`src/rtl/switch_coil_pulser.sv`:
```
module switch_coil_pulser #(
  parameter int N_SW      = 8,
  parameter int CLK_HZ    = 250_000_000,
  parameter int CAP_MS    = 50,
  parameter int PULSE_CYC = 5_000_000
) (
  input  logic            clk,
  input  logic            rst_n,
  input  logic [N_SW-1:0] cmd_pos,
  input  logic            cmd_load,
  output logic [N_SW-1:0] coil_norm,
  output logic [N_SW-1:0] coil_div,
  output logic [N_SW-1:0] busy
);

  localparam int WD_LIM = CLK_HZ / 1000 * CAP_MS;
  localparam int CW     = $clog2(WD_LIM + 1);
  localparam logic [CW-1:0] LEN_M1 = CW'(PULSE_CYC - 1);
  localparam logic [CW-1:0] WD_M1  = CW'(WD_LIM - 1);

  typedef enum logic [1:0] {SW_IDLE, SW_PULSE, SW_DEAD} sw_st_e;

  if (PULSE_CYC < 1 || PULSE_CYC >= WD_LIM) begin : g_bad_len
    $error("PULSE_CYC must be at least 1 and below the on-time cap");
  end

  for (genvar i = 0; i < N_SW; i++) begin : g_sw
    sw_st_e        st;
    logic          pos, pend_v, pend_val;
    logic [CW-1:0] cnt, on_cnt;
    logic          drive, wd_trip, want_v, want;

    assign want_v  = cmd_load | pend_v;
    assign want    = cmd_load ? cmd_pos[i] : pend_val;
    assign wd_trip = on_cnt >= WD_M1;
    assign drive   = (st == SW_PULSE) && !wd_trip;

    assign coil_div[i]  = drive &  pos;
    assign coil_norm[i] = drive & ~pos;
    assign busy[i]      = st != SW_IDLE;

    always_ff @(posedge clk or negedge rst_n) begin
      if (!rst_n) begin
        st       <= SW_IDLE;
        pos      <= 1'b0;
        pend_v   <= 1'b0;
        pend_val <= 1'b0;
        cnt      <= '0;
      end else begin
        case (st)
          SW_IDLE: if (cmd_load && cmd_pos[i] != pos) begin
            st  <= SW_PULSE;
            pos <= cmd_pos[i];
            cnt <= LEN_M1;
          end
          SW_PULSE: begin
            if (cmd_load) begin
              pend_v   <= 1'b1;
              pend_val <= cmd_pos[i];
            end
            if (cnt == '0 || wd_trip) st <= SW_DEAD;
            else cnt <= cnt - 1'b1;
          end
          SW_DEAD: begin
            pend_v <= 1'b0;
            if (want_v && want != pos) begin
              st  <= SW_PULSE;
              pos <= want;
              cnt <= LEN_M1;
            end else begin
              st <= SW_IDLE;
            end
          end
          default: st <= SW_IDLE;
        endcase
      end
    end

    always_ff @(posedge clk or negedge rst_n) begin
      if (!rst_n)                 on_cnt <= '0;
      else if (st == SW_PULSE)    on_cnt <= wd_trip ? on_cnt : on_cnt + 1'b1;
      else                        on_cnt <= '0;
    end

    logic [CW-1:0] chk_run;
    always_ff @(posedge clk or negedge rst_n) begin
      if (!rst_n)                           chk_run <= '0;
      else if (coil_norm[i] || coil_div[i]) chk_run <= chk_run + 1'b1;
      else                                  chk_run <= '0;
    end

    a_r4_interlock: assert property (@(posedge clk) disable iff (!rst_n)
      !(coil_norm[i] && coil_div[i]));

    a_r2_len_cap: assert property (@(posedge clk) disable iff (!rst_n)
      chk_run <= CW'(PULSE_CYC));

    a_r3_ignore_same: assert property (@(posedge clk) disable iff (!rst_n)
      (cmd_load && !busy[i] && cmd_pos[i] == pos) |=> !busy[i]);

    a_r1_start_dir: assert property (@(posedge clk) disable iff (!rst_n)
      (cmd_load && !busy[i] && cmd_pos[i] != pos) |=>
        (coil_div[i] == $past(cmd_pos[i])) && (coil_norm[i] != $past(cmd_pos[i])));

    a_r6_dead_busy: assert property (@(posedge clk) disable iff (!rst_n)
      $fell(coil_norm[i] || coil_div[i]) |-> busy[i]);
  end

endmodule

```
`config.mk`:
```
export PLATFORM = sky130hd
export DESIGN_NAME = switch_coil_pulser
export DESIGN_NICKNAME = d
export VERILOG_FILES = /design/src/rtl/switch_coil_pulser.sv
export SDC_FILE = /design/constraint.sdc
export NUM_CORES = 1
export LEC_CHECK = 0
export BUFFER_PORTS_ARGS = -buffer_cell sky130_fd_sc_hd__buf_2
export CORE_UTILIZATION = 65
export DETAILED_ROUTE_END_ITERATION = 8
export GPL_TIMING_DRIVEN = 0
export PLACE_DENSITY_LB_ADDON = 0.1
export SLEW_MARGIN = 20
export SYNTH_ARGS = -nofsm -noshare
export SYNTH_HDL_FRONTEND = slang
export SYNTH_SLANG_ARGS = --single-unit
```
`constraint.sdc`:
```
create_clock -name clk -period 4.2 [get_ports clk]
set_clock_uncertainty 0.15 [all_clocks]
set_input_delay 0.21 -clock clk [delete_from_list [all_inputs] [get_ports clk]]
set_output_delay 0.21 -clock clk [all_outputs]
set_load 0.005 [all_outputs]
```
==> results.cfg, run 1 <==
[run_status]
status = complete, no violations

[power]
switching_share = 0.322
power.internal_mw = 7.89
pwr-share-clk = 0.331
switchingPower_mw = 3.74
combPwrFrac = 0.209
irDropWorstVdd_v = 0.000387
p_seq_frac = 0.459
cellLeakagePower_nw = 10.2
p_per_area_nw_per_um2 = 475

[route]
vias_per_cell = 6.11
drt-total-wl_um = 48800
first_pass_iters = 6
avgRoutedWirePerCell_um = 16.1
drtIter0Drc = 1315
drc = 0
final_antenna_net_count = 0
vias = 18467

[worst_hold_path]
hold_path.class = in2async

[placed_design]
post-place-ws_ns = 0.938
hpwl_um = 32800
place_area_um2 = 23000
io_buffers = 34
place_congestion = 0.847

[synth]
ys_seq_elements = 424
synth_edf_count = 0
yosysMostFrequentCell = dfrtp_1
ys_warn_count = 0
ys_seq_area_frac = 0.480
ys.flop_type = dfrtp_1
synthTopCellsByCount = 424 x dfrtp_1, 400 x nor2_1, 199 x nand2_1
ys_async_sr_fraction = 1.00
synth_area_per_cell_um2 = 9.03
yosysTopAreaCellShare = 0.480
synth.area.top_cells = dfrtp_1 48%, nor2_1 6.8%, xor2_1 4.2%
syn_nets = 2482
netlist_area_um2 = 22100
synth_cell_type_count = 82
synth_largest_area_cell = dfrtp_1
synthCells = 2447

[layout]
stdcell_area_um2 = 24500
multi_input_area_um2 = 10900
fillers = 2482
n_antenna_cell = 0
area_growth_pct = 10.8
final-seq-area_um2 = 10600
layout-drive-gt1-share = 0.0614
nNetsFinal = 2577

[critical_path]
crit_path_cell_trace = ha_1 > nand4_1 > a2111oi_0 > o211ai_1 > and2_1 > clkbuf_1 > and3_1 > buf_2
crit_path_start_kind = register
cp-end-kind = output pin
crit_fanout = 10
slowest_delay_ns = 0.55
path_class = reg2out
required_ns = 3.84
crit_slowest_cell = a2111oi_0
cp.arrival_ns = 3.13

[clock_tree]
clk_pin_slew_worst_paths_ns = 0.06
clock_latency_ns = 0.56
clock_path_buffers = 3
cts_tree = done
htreeDepth = 2
clkSinkCount = 424
numCtsBuffers = 45
cts-root-buf = clkbuf_16
post-cts-setup-buffers = 0

[die]
initial_core_util = 0.660
fp.dieArea_um2 = 34700
die_h_um = 186
num_rows = 67
core_area_um2 = 33400
die_x_um = 186
ioPinCount = 35

[grt]
grt_max_degree = 96
grt_pass1_vias = 18138
overflow = 0
groute.usage.overall = 0.285
antenna_found_initial = 0
grt_pass1_wl_um = 84500

[timing]
final_max_slew_viol_count = 0
slew_headroom = 0.379
fmax_ghz = 0.286
worst_hold_slack_ns = 0.00347
fin_ws_ns = 0.706
finalSetupTns_ns = 0
min_period_over_period = 0.832
final-hold-violation-count = 0
rsz0062_at_grt = no
tightest_slew_ns = 0.931
period_needed_ns = 3.49
final-setup-viol-count = 0

[flow_run]
maxCapViolCount = 0
[cells by family (layout without fill, tap and decap cells)]
| logic type | after synthesis | in the layout | synth area share |
|---|---|---|---|
| AND/OR/NAND/NOR | 1223 | 1223 | 0.274 |
| flip-flops | 424 | 424 | 0.480 |
| AO/OA/AOI/OAI | 416 | 416 | 0.117 |
| XOR/XNOR | 196 | 196 | 0.0777 |
| buffers and inverters | 138 | 264 | 0.0252 |
| multiplexers | 26 | 26 | 0.0122 |
| adder cells (fa/ha/maj) | 24 | 24 | 0.0136 |
[state kept, by name (all words and copies together) (netlist names)]
register	cells
g_sw.pend_v	8
g_sw.pend_val	8
g_sw.st	16
g_sw.on_cnt	192
g_sw.cnt	192
g_sw.pos	8
[critical path, delay by kind of cell, from the launching register on]
family | cells | cell delay, ns
AOI/OAI and AO/OA | 2 | 0.88
DFF | 1 | 0.39
adders and majority gates | 1 | 0.23
buffers and inverters | 2 | 0.34
and+or+nand+nor | 3 | 0.72
[per-stage QoR]
stage                      util  power [mW]  cells
after floorplan               -        6.97   2447
after global placement    0.682        7.64   2929
after detailed placement  0.687        7.80   2934
after CTS                 0.731        11.7   3021
after global routing      0.731        12.3   3021
final                     0.731        11.6   3021
[worst paths after layout]
path,startpoint,end,slack [ns],cells past startpoint
max in group asynchronous,rst_n,g_sw[1].on_cnt[17]$_DFFE_PN0P_,2.69,4
min in group clk,cmd_load,g_sw[3].pos$_DFFE_PN0P_,0.16,4
min reg2reg,g_sw[7].cnt[22]$_DFFE_PN0P_,g_sw[7].cnt[22]$_DFFE_PN0P_,0.32,1
min,rst_n,g_sw[2].on_cnt[10]$_DFFE_PN0P_,0.003,2
max,g_sw[6].on_cnt[0]$_DFFE_PN0P_,coil_div[6],0.71,8
max reg2reg,g_sw[3].on_cnt[0]$_DFFE_PN0P_,g_sw[3].cnt[15]$_DFFE_PN0P_,1.06,10
[area by class of cell]
class	count	area share
buffer	84	0.0145
clock buffer	62	0.0511
clock inverter	16	0.00644
inverter	54	0.00829
multi-input combinational	1885	0.446
sequential	424	0.434
tap	448	0.0229
timing repair buffer	48	0.0167
[per-layer routing]
layer	routed length, um	global-route usage	up-vias
met3	2480	0.0402	74
met5	0	0	-
met1	21700	0.385	9021
met4	1000	0.0925	0
li1	-	-	8907
met2	23600	0.478	465
[power by group through the flow]
| stage | registers, mW | clock network, mW | logic (mW) |
|---|---|---|---|
| 3_3_place_gp | 5.34 | 0 | 2.29 |
| 6_report | 5.34 | 3.85 | 2.44 |
| 5_1_grt | 5.44 | 4.07 | 2.76 |
| 2_1_floorplan | 5.23 | 0 | 1.74 |
| 4_1_cts | 5.32 | 3.93 | 2.44 |
| 3_5_place_dp | 5.39 | 0 | 2.41 |
[placed cells by master (no fill, tap or decap), types with 6 or more instances in the layout]
cell	count
dfrtp_1	424
nor2_1	400
nand2_1	199
nand3_1	124
o21ai_0	120
a21oi_1	118
nor3_1	117
xor2_1	107
xnor2_1	89
clkbuf_1	80
nor4_1	63
nand4_1	61
inv_1	53
and3_1	45
clkbuf_16	45
buf_2	43
or3_1	42
a31oi_1	34
o31ai_1	30
or4_1	27
nand2b_1	25
ha_1	24
and2_1	23
nor2b_1	20
mux2i_1	18
and4_1	17
a211oi_1	17
or2_2	14
clkinv_2	12
o211ai_1	10
nor3b_1	9
dlygate4sd3_1	9
mux2_2	8
nand3b_1	8
a41oi_1	7
a311oi_1	6
clkbuf_8	6
[what timing repair did]
| action | CTS | global route |
|---|---|---|
| gates resized for setup | 0 | 0 |
| hold buffers | 9 | 0 |
| endpoints found under the hold margin | 303 | 0 |
No activity file was read; power rests on OpenSTA's default activity.
==> inputs of run 2 (changes only) <==
--- a/config.mk
+++ b/config.mk
@@ -6,7 +6,7 @@
 export NUM_CORES = 1
 export LEC_CHECK = 0
 export BUFFER_PORTS_ARGS = -buffer_cell sky130_fd_sc_hd__buf_2
-export CORE_UTILIZATION = 65
+export CORE_UTILIZATION = 64
 export DETAILED_ROUTE_END_ITERATION = 8
 export GPL_TIMING_DRIVEN = 0
 export PLACE_DENSITY_LB_ADDON = 0.1
==> constraint.sdc (replaced) <==
create_clock -name clk -period 3.3 [get_ports clk]
set_clock_uncertainty 0.15 [all_clocks]
set_input_delay 0.165 -clock clk [delete_from_list [all_inputs] [get_ports clk]]
set_output_delay 0.165 -clock clk [all_outputs]
set_load 0.005 [all_outputs]
==> run 2 against run 1 <==
Net effect: setup slack got worse by 0.50 ns; largest cell class unchanged; register-to-register slack got worse by 0.78 ns; non-clock buffer count increased by 3; routed wire length decreased by 0.19%; global-route usage decreased by 0.58 points; flip-flop and latch count unchanged; die area increased by 1.5%; critical path depth decreased by 1.
==> results.cfg, run 2 (synthesized netlist as in run 1, its figures left out) <==
[run_status]
status = complete, no violations

[power]
power.internal_mw = 10.4
switching_share = 0.318
pwr-share-clk = 0.349
switchingPower_mw = 4.84
irDropWorstVdd_v = 0.000493
cellLeakagePower_nw = 10.2
combPwrFrac = 0.205
p_per_area_nw_per_um2 = 618
p_seq_frac = 0.446

[route]
avgRoutedWirePerCell_um = 16.1
drc = 0
final_antenna_net_count = 0
first_pass_iters = 5
vias = 18437
drtIter0Drc = 1404
vias_per_cell = 6.09
drt-total-wl_um = 48700

[flow_run]
maxCapViolCount = 0

[clock_tree]
numCtsBuffers = 45
htreeDepth = 2
cts-root-buf = clkbuf_16
clock_path_buffers = 3
cts_tree = done
clkSinkCount = 424
clk_pin_slew_worst_paths_ns = 0.06
clock_latency_ns = 0.56

[critical_path]
cp-end-kind = output pin
required_ns = 2.98
crit_slowest_cell = or4_1
crit_path_start_kind = register
crit_fanout = 8
slowest_delay_ns = 0.48
path_class = reg2out
cp.arrival_ns = 2.78
cp_top_family = simple AND/OR/NAND/NOR gates
crit_buf_inv = 1
crit_path_cell_trace = ha_1 > nand4_1 > a2bb2oi_1 > or4_1 > a21oi_2 > and3_1 > buf_2

[timing]
min_period_over_period = 0.937
fmax_ghz = 0.323
tightest_slew_ns = 0.888
fin_ws_ns = 0.207
period_needed_ns = 3.09
rsz0062_at_grt = no
final_max_slew_viol_count = 0
final-hold-violation-count = 0
final-setup-viol-count = 0
slew_headroom = 0.408

[grt]
antenna_found_initial = 0
grt_pass1_wl_um = 83800
grt_pass1_vias = 17936
groute.usage.overall = 0.280
overflow = 0
grt_max_degree = 99

[die]
num_rows = 67
ioPinCount = 35
initial_core_util = 0.654
die_x_um = 188
fp.dieArea_um2 = 35300
die_h_um = 188
core_area_um2 = 33800

[layout]
final_common_cell = dfrtp_1
layout_common_cells = 424 x dfrtp_1, 400 x nor2_1, 199 x nand2_1
final_util = 0.730
layout-drive-gt1-share = 0.0682
multi_input_area_um2 = 11000
nNetsFinal = 2580
final-seq-area_um2 = 10600
stdcell_area_um2 = 24700
biggestRegsByFlops = g_sw.cnt (192), g_sw.on_cnt (192), g_sw.st (16)
fillers = 2463
area_growth_pct = 11.7
n_antenna_cell = 0

[placed_design]
hpwl_um = 32300
place_congestion = 0.873
io_buffers = 34
post-place-ws_ns = 0.0100
place_area_um2 = 22900

[worst_hold_path]
hold_path.class = in2async
-- run 2: cell count changes in the layout (fill, tap and decap cells not counted), sizes merged --
| cell | delta |
|---|---|
| buf | +4 |
| clkinv | -5 |
| bufinv | +2 |
| clkbuf | +4 |
| inv | +1 |
-- run 2: power groups by stage --
stage,Sequential (mW),Clock [mW],Combinational [mW]
6_report,6.80,5.31,3.13
5_1_grt,6.91,5.61,3.54
4_1_cts,6.78,5.41,3.13
3_3_place_gp,6.79,0,2.92
2_1_floorplan,6.65,0,2.22
3_5_place_dp,6.84,0,3.09
-- run 2: per-layer routing --
layer,share of wire,track usage,up-vias
li1,-,-,8955
met1,0.46,0.383,8970
met2,0.48,0.466,438
met3,0.043,0.0372,74
met4,0.018,0.0826,0
met5,0,0,-
-- run 2: layout make-up --
cell class / instances / share of cell area
timing repair buffer: 52 / 0.0169
inverter: 54 / 0.00822
buffer: 83 / 0.0143
sequential: 424 / 0.430
clock inverter: 14 / 0.00817
tap: 448 / 0.0227
clock buffer: 67 / 0.0552
multi-input combinational: 1885 / 0.444
-- run 2: worst paths after layout --
kind	from	end	slack (ns)	depth (start not counted)
worst max register to register	g_sw[7].on_cnt[16]$_DFFE_PN0P_	g_sw[7].cnt[9]$_DFFE_PN0P_	0.28	9
min in group clk	cmd_load	g_sw[0].pos$_DFFE_PN0P_	0.17	4
max in group asynchronous	rst_n	g_sw[3].on_cnt[7]$_DFFE_PN0P_	1.66	4
worst min register to register	g_sw[7].cnt[22]$_DFFE_PN0P_	g_sw[7].cnt[22]$_DFFE_PN0P_	0.32	1
worst min-delay path	rst_n	g_sw[2].on_cnt[13]$_DFFE_PN0P_	0.02	2
worst max-delay path	g_sw[5].on_cnt[0]$_DFFE_PN0P_	coil_div[5]	0.21	7
-- run 2: through the flow --
step | power, mW | hold WS [ns] | setup TNS, ns | std cells
detailed placement | 9.93 | 0.0285 | 0 | 2933
global route | 16.1 | 0.0746 | 0 | 3027
global placement | 9.72 | 0.287 | -2690.50 | 2929
floorplan | 8.87 | -0.281 | 0 | 2447
finish | 15.2 | 0.0247 | 0 | 3027
CTS | 15.3 | 0.0376 | 0 | 3023
-- run 2: timing repair --
action / in CTS / in global routing
gates resized for setup: 4 / 7
endpoints found under the setup margin: 5 / 29
hold buffers: 9 / 0
pin swaps: 1 / 2
hold endpoints to repair: 338 / 0
setup buffers: 1 / 4
